`src/rtl/umc_pkg.sv`:
```
package umc_pkg;
   localparam int REG_W   = 8;
   localparam int CB_DTR  = 0;
   localparam int CB_RTS  = 1;
   localparam int CB_OP1  = 2;
   localparam int CB_OP2  = 3;
   localparam int CB_LOOP = 4;
   localparam int CB_RSVD = 5;
   localparam int CB_IRDA = 6;
   localparam int CB_DIV  = 7;
   localparam int RA_CTRL = 0;
   localparam int RA_STAT = 1;

   // ordered so the packed struct lands directly on status bits 7..4 / 3..0
   typedef struct packed {
      logic cd;
      logic ri;
      logic dsr;
      logic cts;
   } mstat_t;
endpackage

```
`src/rtl/umc_ctrl_reg.sv`:
```
module umc_ctrl_reg
   import umc_pkg::*;
(
   input  logic             clk,
   input  logic             rst_n,
   input  logic             wr_en,
   input  logic [REG_W-1:0] wdata,
   output logic [REG_W-1:0] ctrl_o
);
   localparam logic [REG_W-1:0] KEEP_MASK = ~(REG_W'(1) << CB_RSVD);

   always_ff @(posedge clk or negedge rst_n) begin
      if (!rst_n)     ctrl_o <= '0;
      else if (wr_en) ctrl_o <= wdata & KEEP_MASK;
   end
endmodule

```
`src/rtl/umc_prescale.sv`:
```
module umc_prescale #(
   parameter int DIV = 4
) (
   input  logic clk,
   input  logic rst_n,
   input  logic div_sel,
   output logic tick_o
);
   localparam int CNT_W = (DIV > 2) ? $clog2(DIV) : 1;
   localparam logic [CNT_W-1:0] LAST = CNT_W'(DIV - 1);

   logic [CNT_W-1:0] cnt_q;

   always_ff @(posedge clk or negedge rst_n) begin
      if (!rst_n)             cnt_q <= '0;
      else if (cnt_q == LAST) cnt_q <= '0;
      else                    cnt_q <= cnt_q + 1'b1;
   end

   assign tick_o = div_sel ? (cnt_q == LAST) : 1'b1;
endmodule

```
`src/rtl/umc_route.sv`:
```
module umc_route (
   input  logic loop,
   input  logic irda,
   input  logic rts_bit,
   input  logic dtr_bit,
   input  logic op2_bit,
   input  logic core_txd,
   input  logic pad_rx,
   input  logic enc_out,
   input  logic dec_out,
   output logic pad_tx,
   output logic core_rxd,
   output logic enc_in,
   output logic dec_in,
   output logic rts_n,
   output logic dtr_n,
   output logic op2_n
);
   logic ir_live;

   assign ir_live = irda && !loop;

   always_comb begin
      if (loop) begin
         pad_tx   = !irda;
         core_rxd = core_txd;
      end else if (irda) begin
         pad_tx   = enc_out;
         core_rxd = dec_out;
      end else begin
         pad_tx   = core_txd;
         core_rxd = pad_rx;
      end
   end

   assign enc_in = ir_live ? core_txd : 1'b1;
   assign dec_in = ir_live ? pad_rx   : 1'b0;
   assign rts_n  = loop | !rts_bit;
   assign dtr_n  = loop | !dtr_bit;
   assign op2_n  = loop | !op2_bit;
endmodule

```
`src/rtl/umc_status.sv`:
```
module umc_status
   import umc_pkg::*;
#(
   parameter int SYNC_STAGES = 2
) (
   input  logic   clk,
   input  logic   rst_n,
   input  logic   loop,
   input  mstat_t loop_src,
   input  mstat_t pin_act,
   input  logic   clr,
   output mstat_t stat_o,
   output mstat_t delta_o
);
   mstat_t sync_q [SYNC_STAGES];
   mstat_t prev_q;
   mstat_t chg;

   for (genvar g = 0; g < SYNC_STAGES; g++) begin : g_sync
      if (g == 0) begin : g_first
         always_ff @(posedge clk or negedge rst_n) begin
            if (!rst_n) sync_q[0] <= '0;
            else        sync_q[0] <= pin_act;
         end
      end else begin : g_next
         always_ff @(posedge clk or negedge rst_n) begin
            if (!rst_n) sync_q[g] <= '0;
            else        sync_q[g] <= sync_q[g-1];
         end
      end
   end

   assign stat_o = loop ? loop_src : sync_q[SYNC_STAGES-1];

   always_comb begin
      chg.cts = stat_o.cts ^ prev_q.cts;
      chg.dsr = stat_o.dsr ^ prev_q.dsr;
      chg.cd  = stat_o.cd  ^ prev_q.cd;
      chg.ri  = prev_q.ri & !stat_o.ri;
   end

   always_ff @(posedge clk or negedge rst_n) begin
      if (!rst_n) begin
         prev_q  <= '0;
         delta_o <= '0;
      end else begin
         prev_q  <= stat_o;
         delta_o <= (clr ? mstat_t'('0) : delta_o) | chg;
      end
   end
endmodule

```
`src/rtl/uart_modem_ctl.sv`:
```
module uart_modem_ctl
   import umc_pkg::*;
#(
   parameter int ADDR_W       = 2,
   parameter int PRESCALE_DIV = 4,
   parameter int SYNC_STAGES  = 2
) (
   input  logic              clk,
   input  logic              rst_n,
   input  logic              reg_wr_en_i,
   input  logic              reg_rd_en_i,
   input  logic [ADDR_W-1:0] reg_addr_i,
   input  logic [REG_W-1:0]  reg_wdata_i,
   output logic [REG_W-1:0]  reg_rdata_o,
   input  logic              msr_irq_en_i,
   output logic              irq_o,
   output logic              clk_en_o,
   input  logic              core_txd_i,
   output logic              core_rxd_o,
   output logic              enc_in_o,
   input  logic              enc_out_i,
   output logic              dec_in_o,
   input  logic              dec_out_i,
   output logic              pad_tx_o,
   input  logic              pad_rx_i,
   input  logic              pad_cts_n_i,
   input  logic              pad_dsr_n_i,
   input  logic              pad_cd_n_i,
   input  logic              pad_ri_n_i,
   output logic              pad_rts_n_o,
   output logic              pad_dtr_n_o,
   output logic              pad_op2_n_o
);
   if (ADDR_W < 1)        begin : g_bad_addr  $error("ADDR_W must be at least 1");        end
   if (PRESCALE_DIV < 2)  begin : g_bad_div   $error("PRESCALE_DIV must be at least 2");  end
   if (SYNC_STAGES < 1)   begin : g_bad_sync  $error("SYNC_STAGES must be at least 1");   end

   localparam logic [ADDR_W-1:0] A_CTRL = ADDR_W'(RA_CTRL);
   localparam logic [ADDR_W-1:0] A_STAT = ADDR_W'(RA_STAT);

   logic [REG_W-1:0] ctrl;
   logic             wr_ctrl, rd_stat;
   mstat_t           stat, delta, loop_src, pin_act;

   assign wr_ctrl = reg_wr_en_i && (reg_addr_i == A_CTRL);
   assign rd_stat = reg_rd_en_i && (reg_addr_i == A_STAT);

   umc_ctrl_reg u_ctrl (
      .clk    (clk),
      .rst_n  (rst_n),
      .wr_en  (wr_ctrl),
      .wdata  (reg_wdata_i),
      .ctrl_o (ctrl)
   );

   umc_prescale #(.DIV(PRESCALE_DIV)) u_pre (
      .clk     (clk),
      .rst_n   (rst_n),
      .div_sel (ctrl[CB_DIV]),
      .tick_o  (clk_en_o)
   );

   umc_route u_route (
      .loop     (ctrl[CB_LOOP]),
      .irda     (ctrl[CB_IRDA]),
      .rts_bit  (ctrl[CB_RTS]),
      .dtr_bit  (ctrl[CB_DTR]),
      .op2_bit  (ctrl[CB_OP2]),
      .core_txd (core_txd_i),
      .pad_rx   (pad_rx_i),
      .enc_out  (enc_out_i),
      .dec_out  (dec_out_i),
      .pad_tx   (pad_tx_o),
      .core_rxd (core_rxd_o),
      .enc_in   (enc_in_o),
      .dec_in   (dec_in_o),
      .rts_n    (pad_rts_n_o),
      .dtr_n    (pad_dtr_n_o),
      .op2_n    (pad_op2_n_o)
   );

   always_comb begin
      loop_src.cts = ctrl[CB_RTS];
      loop_src.dsr = ctrl[CB_DTR];
      loop_src.ri  = ctrl[CB_OP1];
      loop_src.cd  = ctrl[CB_OP2];
      pin_act.cts  = !pad_cts_n_i;
      pin_act.dsr  = !pad_dsr_n_i;
      pin_act.ri   = !pad_ri_n_i;
      pin_act.cd   = !pad_cd_n_i;
   end

   umc_status #(.SYNC_STAGES(SYNC_STAGES)) u_stat (
      .clk      (clk),
      .rst_n    (rst_n),
      .loop     (ctrl[CB_LOOP]),
      .loop_src (loop_src),
      .pin_act  (pin_act),
      .clr      (rd_stat),
      .stat_o   (stat),
      .delta_o  (delta)
   );

   always_comb begin
      if (reg_addr_i == A_CTRL)      reg_rdata_o = ctrl;
      else if (reg_addr_i == A_STAT) reg_rdata_o = {stat, delta};
      else                           reg_rdata_o = '0;
   end

   assign irq_o = msr_irq_en_i && (delta != '0);
endmodule

```
`config.mk`:
```
export PLATFORM = sky130hd
export DESIGN_NAME = uart_modem_ctl
export DESIGN_NICKNAME = d
export VERILOG_FILES = /design/src/rtl/umc_pkg.sv /design/src/rtl/umc_ctrl_reg.sv /design/src/rtl/umc_prescale.sv /design/src/rtl/umc_route.sv /design/src/rtl/umc_status.sv /design/src/rtl/uart_modem_ctl.sv
export SDC_FILE = /design/constraint.sdc
export NUM_CORES = 1
export LEC_CHECK = 0
export BUFFER_PORTS_ARGS = -buffer_cell sky130_fd_sc_hd__buf_2
export CORE_ASPECT_RATIO = 0.75
export CORE_MARGIN = 3
export CORE_UTILIZATION = 25
export DETAILED_ROUTE_END_ITERATION = 8
export GPL_ROUTABILITY_DRIVEN = 1
export PLACE_DENSITY = 0.49
export SETUP_SLACK_MARGIN = 0.05
export SYNTH_ARGS = -nofsm -noshare
export SYNTH_HDL_FRONTEND = slang
export SYNTH_SLANG_ARGS = --single-unit
```
`constraint.sdc`:
```
create_clock -name clk -period 1.84 [get_ports clk]
set_clock_uncertainty 0.15 [all_clocks]
set_input_delay 0.46 -clock clk [delete_from_list [all_inputs] [get_ports clk]]
set_output_delay 0.46 -clock clk [all_outputs]
set_load 0.03 [all_outputs]
```
[After elaboration in Yosys (flattened, before gate mapping)]
Index checks and enable logic that the tools add are counted.
Widths: inputs -> output; s select.
Word-level totals
  bits in latches: 0
  logic and storage cells: 57
  bits in registers: 25
  input port bits: 23
  output and inout bits: 17
  memories kept: 0
  bits in writable memories: 0
  ROM bits: 0
Cells by class
  shift-type cells: 0
  equality and inequality tests: 2
  bitwise logic cells: 8
  multiply operators: 0
  div/mod/pow operators: 0
  $add $sub $neg: 1
  reductions and logical operators: 16
  magnitude comparators: 0
  muxes and demuxes: 12
Operators with widths (number)
  $mux 8: 2
  $logic_not 1->1: 10
  $mux 4: 2
  $mux 1: 7
  $logic_and 1x1->1: 4
  $or 4x4->4: 1
  $reduce_bool 4->1: 1
  $or 1x1->1: 3
  $xor 1x1->1: 3
  $add 2x1->2 const B: 1
  $eq 2x1->1 const B: 1
  $eq 2x2->1 const B: 1
  $logic_not 2->1: 1
  $mux 2: 1
  $and 1x1->1: 1

[Depth between registers and ports, before layout]
  depth after elaboration: 4
  depth in mapped cells: 4
  depth with buffers taken out: 3

[Cells and area by module]
Synthesis repeated with hierarchy kept, for this count alone.
Second synthesis, totals
  cell total of the unflattened synthesis: 93
  area total of the unflattened synthesis: 1173.6 sq um
Modules (own cells, without submodules)
  umc_status: seq. area each 400.4 sq um, cells an instance 35, area each 556.8 sq um, times used 1
  umc_ctrl_reg: seq. area each 175.2 sq um, cells an instance 17, area each 302.8 sq um, times used 1
  uart_modem_ctl: seq. area each 0.0 sq um, cells an instance 25, area each 168.9 sq um, times used 1
  umc_prescale: seq. area each 50.0 sq um, cells an instance 5, area each 72.6 sq um, times used 1
  umc_route: seq. area each 0.0 sq um, cells an instance 11, area each 72.6 sq um, times used 1

[Least setup slack after synthesis]
Ideal clock, no wire load.
  path kind: input to output
  start: in reg_addr_i[0]
  end: out reg_rdata_o[6]
  slack: -0.257 ns
  path buffers: 1
  data arrival time: 1.487 ns
  required time: 1.230 ns
  stages: 3
  cell sequence: buf_2 -> nor2_1 -> a211oi_1
Between the ends
  longest elaborated chain between the ends: 3
  elaborated cells between the ends (all ways): 4
  classes of those cells: eq/ne: 1; mux: 2; reduce/logical: 1
RTL lines
  start: declaration: line uart_modem_ctl.sv:12  | input logic [ADDR_W-1:0] reg_addr_i,
  $eq 2x1->1: line uart_modem_ctl.sv:106  | else if (reg_addr_i == A_STAT) reg_rdata_o = {stat, delta};
  $mux 8: line uart_modem_ctl.sv:106
  $mux 8 *: line uart_modem_ctl.sv:105  | if (reg_addr_i == A_CTRL) reg_rdata_o = ctrl;
  end: declaration: line uart_modem_ctl.sv:14  | output logic [REG_W-1:0] reg_rdata_o,
Mark *: on every way between the ends. The rest lies on a longest branch, timed or not.

[Final worst setup path]
  start: reg u_ctrl.ctrl_o[4]
  end: out enc_in_o
Between the ends
  longest elaborated chain between the ends: 3
RTL lines
  start: declaration: line umc_ctrl_reg.sv:8  | output logic [REG_W-1:0] ctrl_o
  start signal: assignment: line umc_ctrl_reg.sv:14  | else if (wr_en) ctrl_o <= wdata & KEEP_MASK;
  $logic_not 1->1: line umc_route.sv:21  | assign ir_live = irda && !loop;
  $logic_and 1x1->1: line umc_route.sv:21
  $mux 1: line umc_route.sv:36  | assign enc_in = ir_live ? core_txd : 1'b1;
  end: declaration: line uart_modem_ctl.sv:20  | output logic enc_in_o,
Every way passes these cells.

==> results list <==
- For this block, the via count after detailed routing is 796.
- The number of nets in the synthesized netlist is 114.
- Via count of the first global-routing pass: 757
- Cell internal pwr: 1.09 mW
- The core region is 4130 um^2.
- Headroom to the max-slew limit: 63.1%
- The die is 82.3 um wide.
- The worst path in the final design needs a cycle of 2.01 ns, including I/O delays and setup.
- Based on the critical path, the design can be clocked at up to 497 MHz.
- The first routing iteration left 7 violations.
- Across all hold checks on the routed design, the worst slack comes to 0.0309 ns.
- Root buf cell: sky130_fd_sc_hd__clkbuf_8
- At the pin with the least slew margin, the transition time is 0.553 ns.
- Antenna violations before repair: 0
- Share of final-layout standard cells stronger than drive strength 1: 56.3%
* Pin count of the biggest net entering global routing: 26
- Routed wirelength normalized by instance count: 11.9 um
- Final-report max-slew violation count: 0
- Layout-stage area growth over the synthesis result: 54.0%
- Detailed-route wire length: 2380 um
- The analysis attributes to net switching a power of 0.523 mW.
* HP Class: input pin to asynchronous set/reset pin
- Routability-driven placement finished with a final weighted congestion of 0.774.
- Dividing the detail-routed via count by the number of cells gives 4.00.
- The placed instances occupy a cell area of 1440 um^2.
- Nature of the critical path endpoint: output pin
- Final Instance Area: 1680 um^2
* Count of TritonRoute iterations in the first routing pass: 4
* Number of levels the H-tree was split into: 1
* Number of hold-repair buffers added at the cts stage: 0
- NumNets Final: 169
- Total power for the finished layout comes to 1.62 mW.
* Critical path startpoint category: flop
- Result of the run: finished, violations left
- Post-CTS clock slew at the launch and capture registers of the worst setup and hold paths: 0.08 ns
- A synthesized cell averages 12.1 um^2.
* Period utilization: 109%
- After detailed routing, the number of remaining DRC violations is 0.
- The detail route stage leaves a number of antenna-violating nets equal to 0.
- Clock tree from TritonCTS: done
- Setup repair after global routing could not meet its margin everywhere.
- Summing every instance area after synthesis gives 1090 um^2.
- Share of flip-flops with an asynchronous set or reset after synthesis: 100%
* Total routing usage reported by global routing: 9.74%
* Top FF cell, synth: sky130_fd_sc_hd__dfrtp_1
* Number of hold violations in the final report: 0
- Clock power share: 18.8%
- The floorplan step set the die height to 63.2 um.
- Instance count of the mapped netlist: 90
- In this run the tool buffered the top-level ports with 38 buffer cells.
- Yosys reg bits: 25
- The synthesized design contains 0 enable-type register cells.
* Final antenna diode count: 0
* Final Worst Setup Slack: -0.171 ns
- Starting density of the core: 26.5%
- At the worst endpoint, the required time is 1.23 ns.
- Leakage: 0.827 nW
* Post-layout utilization of the core: 40.7%
* Count of pins on the block boundary: 40
- CP Class: flop to output pin
- Setup violation total in the final timing report: 12
- Power per Cell Area: 962 nW/um^2
- The Yosys step of the flow raised 0 warnings.
- Global routing finished with a remaining overflow of 0.
* Worst ir drop on vdd: 522 uV
- Reg-to-reg critical path startpoint: u_ctrl.ctrl_o[4]
- Gate power share: 38.3%
- Counting along the longest clock path gives a buffer depth of 2.
* Clock buffers created by TritonCTS: 3
- The floorplan has 20 rows.
* HPWL Detailed: 1790 um
- CTS saw 25 sinks.
- The tool flagged a number of max-cap violations equal to 0.
- Die ar.: 5210 um^2
- Distinct cells, synth: 22
- Proportion of synthesized chip area in sequential cells: 57.3%
* Global-route wire length before repair: 3860 um
- Violations in the final reports: setup timing
- At the worst endpoint, the arrival time is 1.40 ns.
- Of the total power, the share spent switching nets is 32.4%.
* Worst-skew pair later-pin latency: 0.25 ns
- Maximum net fanout on the critical path: 8
* Sequential power share: 42.8%
- Start point of the critical path: u_ctrl.ctrl_o[4]
registers in the layout, summed over array words and instances (netlist names):
name / flops
u_stat.delta_o: 4
u_stat.prev_q: 4
u_ctrl.ctrl_o: 7
u_pre.cnt_q: 2
u_stat.sync_q: 8
metrics by stage:
| step | TNS (ns) | cells | worst slack [ns] |
|---|---|---|---|
| finish | -0.975 | 199 | -0.171 |
| detailed placement | -0.174 | 188 | -0.0717 |
| global placement | -0.124 | 188 | -0.0601 |
| floorplan | -0.0513 | 90 | -0.0513 |
| global route | -1.80 | 199 | -0.223 |
| CTS | -1.18 | 198 | -0.175 |
final timing paths:
| path | end | slack [ns] | cells past startpoint |
|---|---|---|---|
| worst max-delay path | enc_in_o | -0.17 | 3 |
| worst min-delay path | u_ctrl.ctrl_o[6] | 0.03 | 1 |
| worst max register to register | u_stat.delta_o[3] | 0.42 | 4 |
| worst min register to register | u_stat.sync_q[0] | 0.20 | 0 |
| max in group asynchronous | u_ctrl.ctrl_o[4] | 1.12 | 1 |
| min in group clk | u_stat.sync_q[7] | 0.18 | 2 |
critical path, stage by stage, from the launching register on:
cell                      delay, ns
sky130_fd_sc_hd__dfrtp_2       0.46
sky130_fd_sc_hd__buf_6         0.16
sky130_fd_sc_hd__or3b_4        0.37
sky130_fd_sc_hd__buf_6         0.14
repair_timing:
| item | in CTS | in global routing |
|---|---|---|
| resized for setup | 28 | 12 |
| pin swaps | 5 | 1 |
| setup buffers | 6 | 1 |
| setup endpoints to repair | 16 | 17 |
metal layers:
layer / vias to the layer above / wire, um / global-route usage [%]
met5: - / 0 / 0
met4: 0 / 30 / 2.49
met3: 2 / 150 / 2.57
met2: 24 / 1040 / 14.5
met1: 365 / 1150 / 13.9
li1: 405 / - / -
cell usage after synthesis, types with 2 or more instances:
cell type,instances,area (um^2)
sky130_fd_sc_hd__a211oi_1,3,22.5
sky130_fd_sc_hd__buf_2,2,10.0
sky130_fd_sc_hd__buf_6,2,22.5
sky130_fd_sc_hd__dfrtp_1,25,626
sky130_fd_sc_hd__inv_1,8,30.0
sky130_fd_sc_hd__mux2_2,7,78.8
sky130_fd_sc_hd__mux2i_1,9,90.1
sky130_fd_sc_hd__nand2_1,7,26.3
sky130_fd_sc_hd__nand2b_1,5,31.3
sky130_fd_sc_hd__nor2_1,8,30.0
sky130_fd_sc_hd__xor2_1,3,26.3
cells in the final DEF, fill, tap and decap left out, types with 3 or more instances in the layout:
master / synthesis / layout
sky130_fd_sc_hd__buf_6: 2 / 14
sky130_fd_sc_hd__buf_4: 0 / 14
sky130_fd_sc_hd__nand2b_4: 0 / 4
sky130_fd_sc_hd__mux2i_1: 9 / 9
sky130_fd_sc_hd__nor2_1: 8 / 8
sky130_fd_sc_hd__inv_1: 8 / 8
sky130_fd_sc_hd__xor2_1: 3 / 3
sky130_fd_sc_hd__clkbuf_8: 0 / 3
sky130_fd_sc_hd__buf_2: 2 / 25
sky130_fd_sc_hd__mux2_2: 7 / 7
sky130_fd_sc_hd__dfrtp_1: 25 / 23
sky130_fd_sc_hd__nand2_1: 7 / 6
cell type report:
class / instances / area, um^2
Multi-Input combinational cell: 53 / 502
Tap cell: 55 / 68.8
Fill cell: 425 / 2450
Sequential cell: 25 / 628
Timing Repair Buffer: 54 / 408
Clock buffer: 4 / 45.0
Inverter: 8 / 30.0
power by group through the flow:
stage / Sequential, mW / Clock, mW / Combinational (mW)
6_report: 0.693 / 0.305 / 0.620
2_1_floorplan: 0.674 / 0 / 0.331
3_3_place_gp: 0.696 / 0 / 0.469
4_1_cts: 0.689 / 0.319 / 0.589
3_5_place_dp: 0.700 / 0 / 0.474
5_1_grt: 0.706 / 0.349 / 0.669
kinds of logic after synthesis:
logic type,share of synthesized area (%)
adders and majority gates,1.15
xor gates and xnor gates,2.41
buffers and inverters,5.73
and+or+nand+nor,13.2
muxes,15.5
AOI/OAI and AO/OA,4.81
DFF,57.3
(Power assumes the default switching activity.)
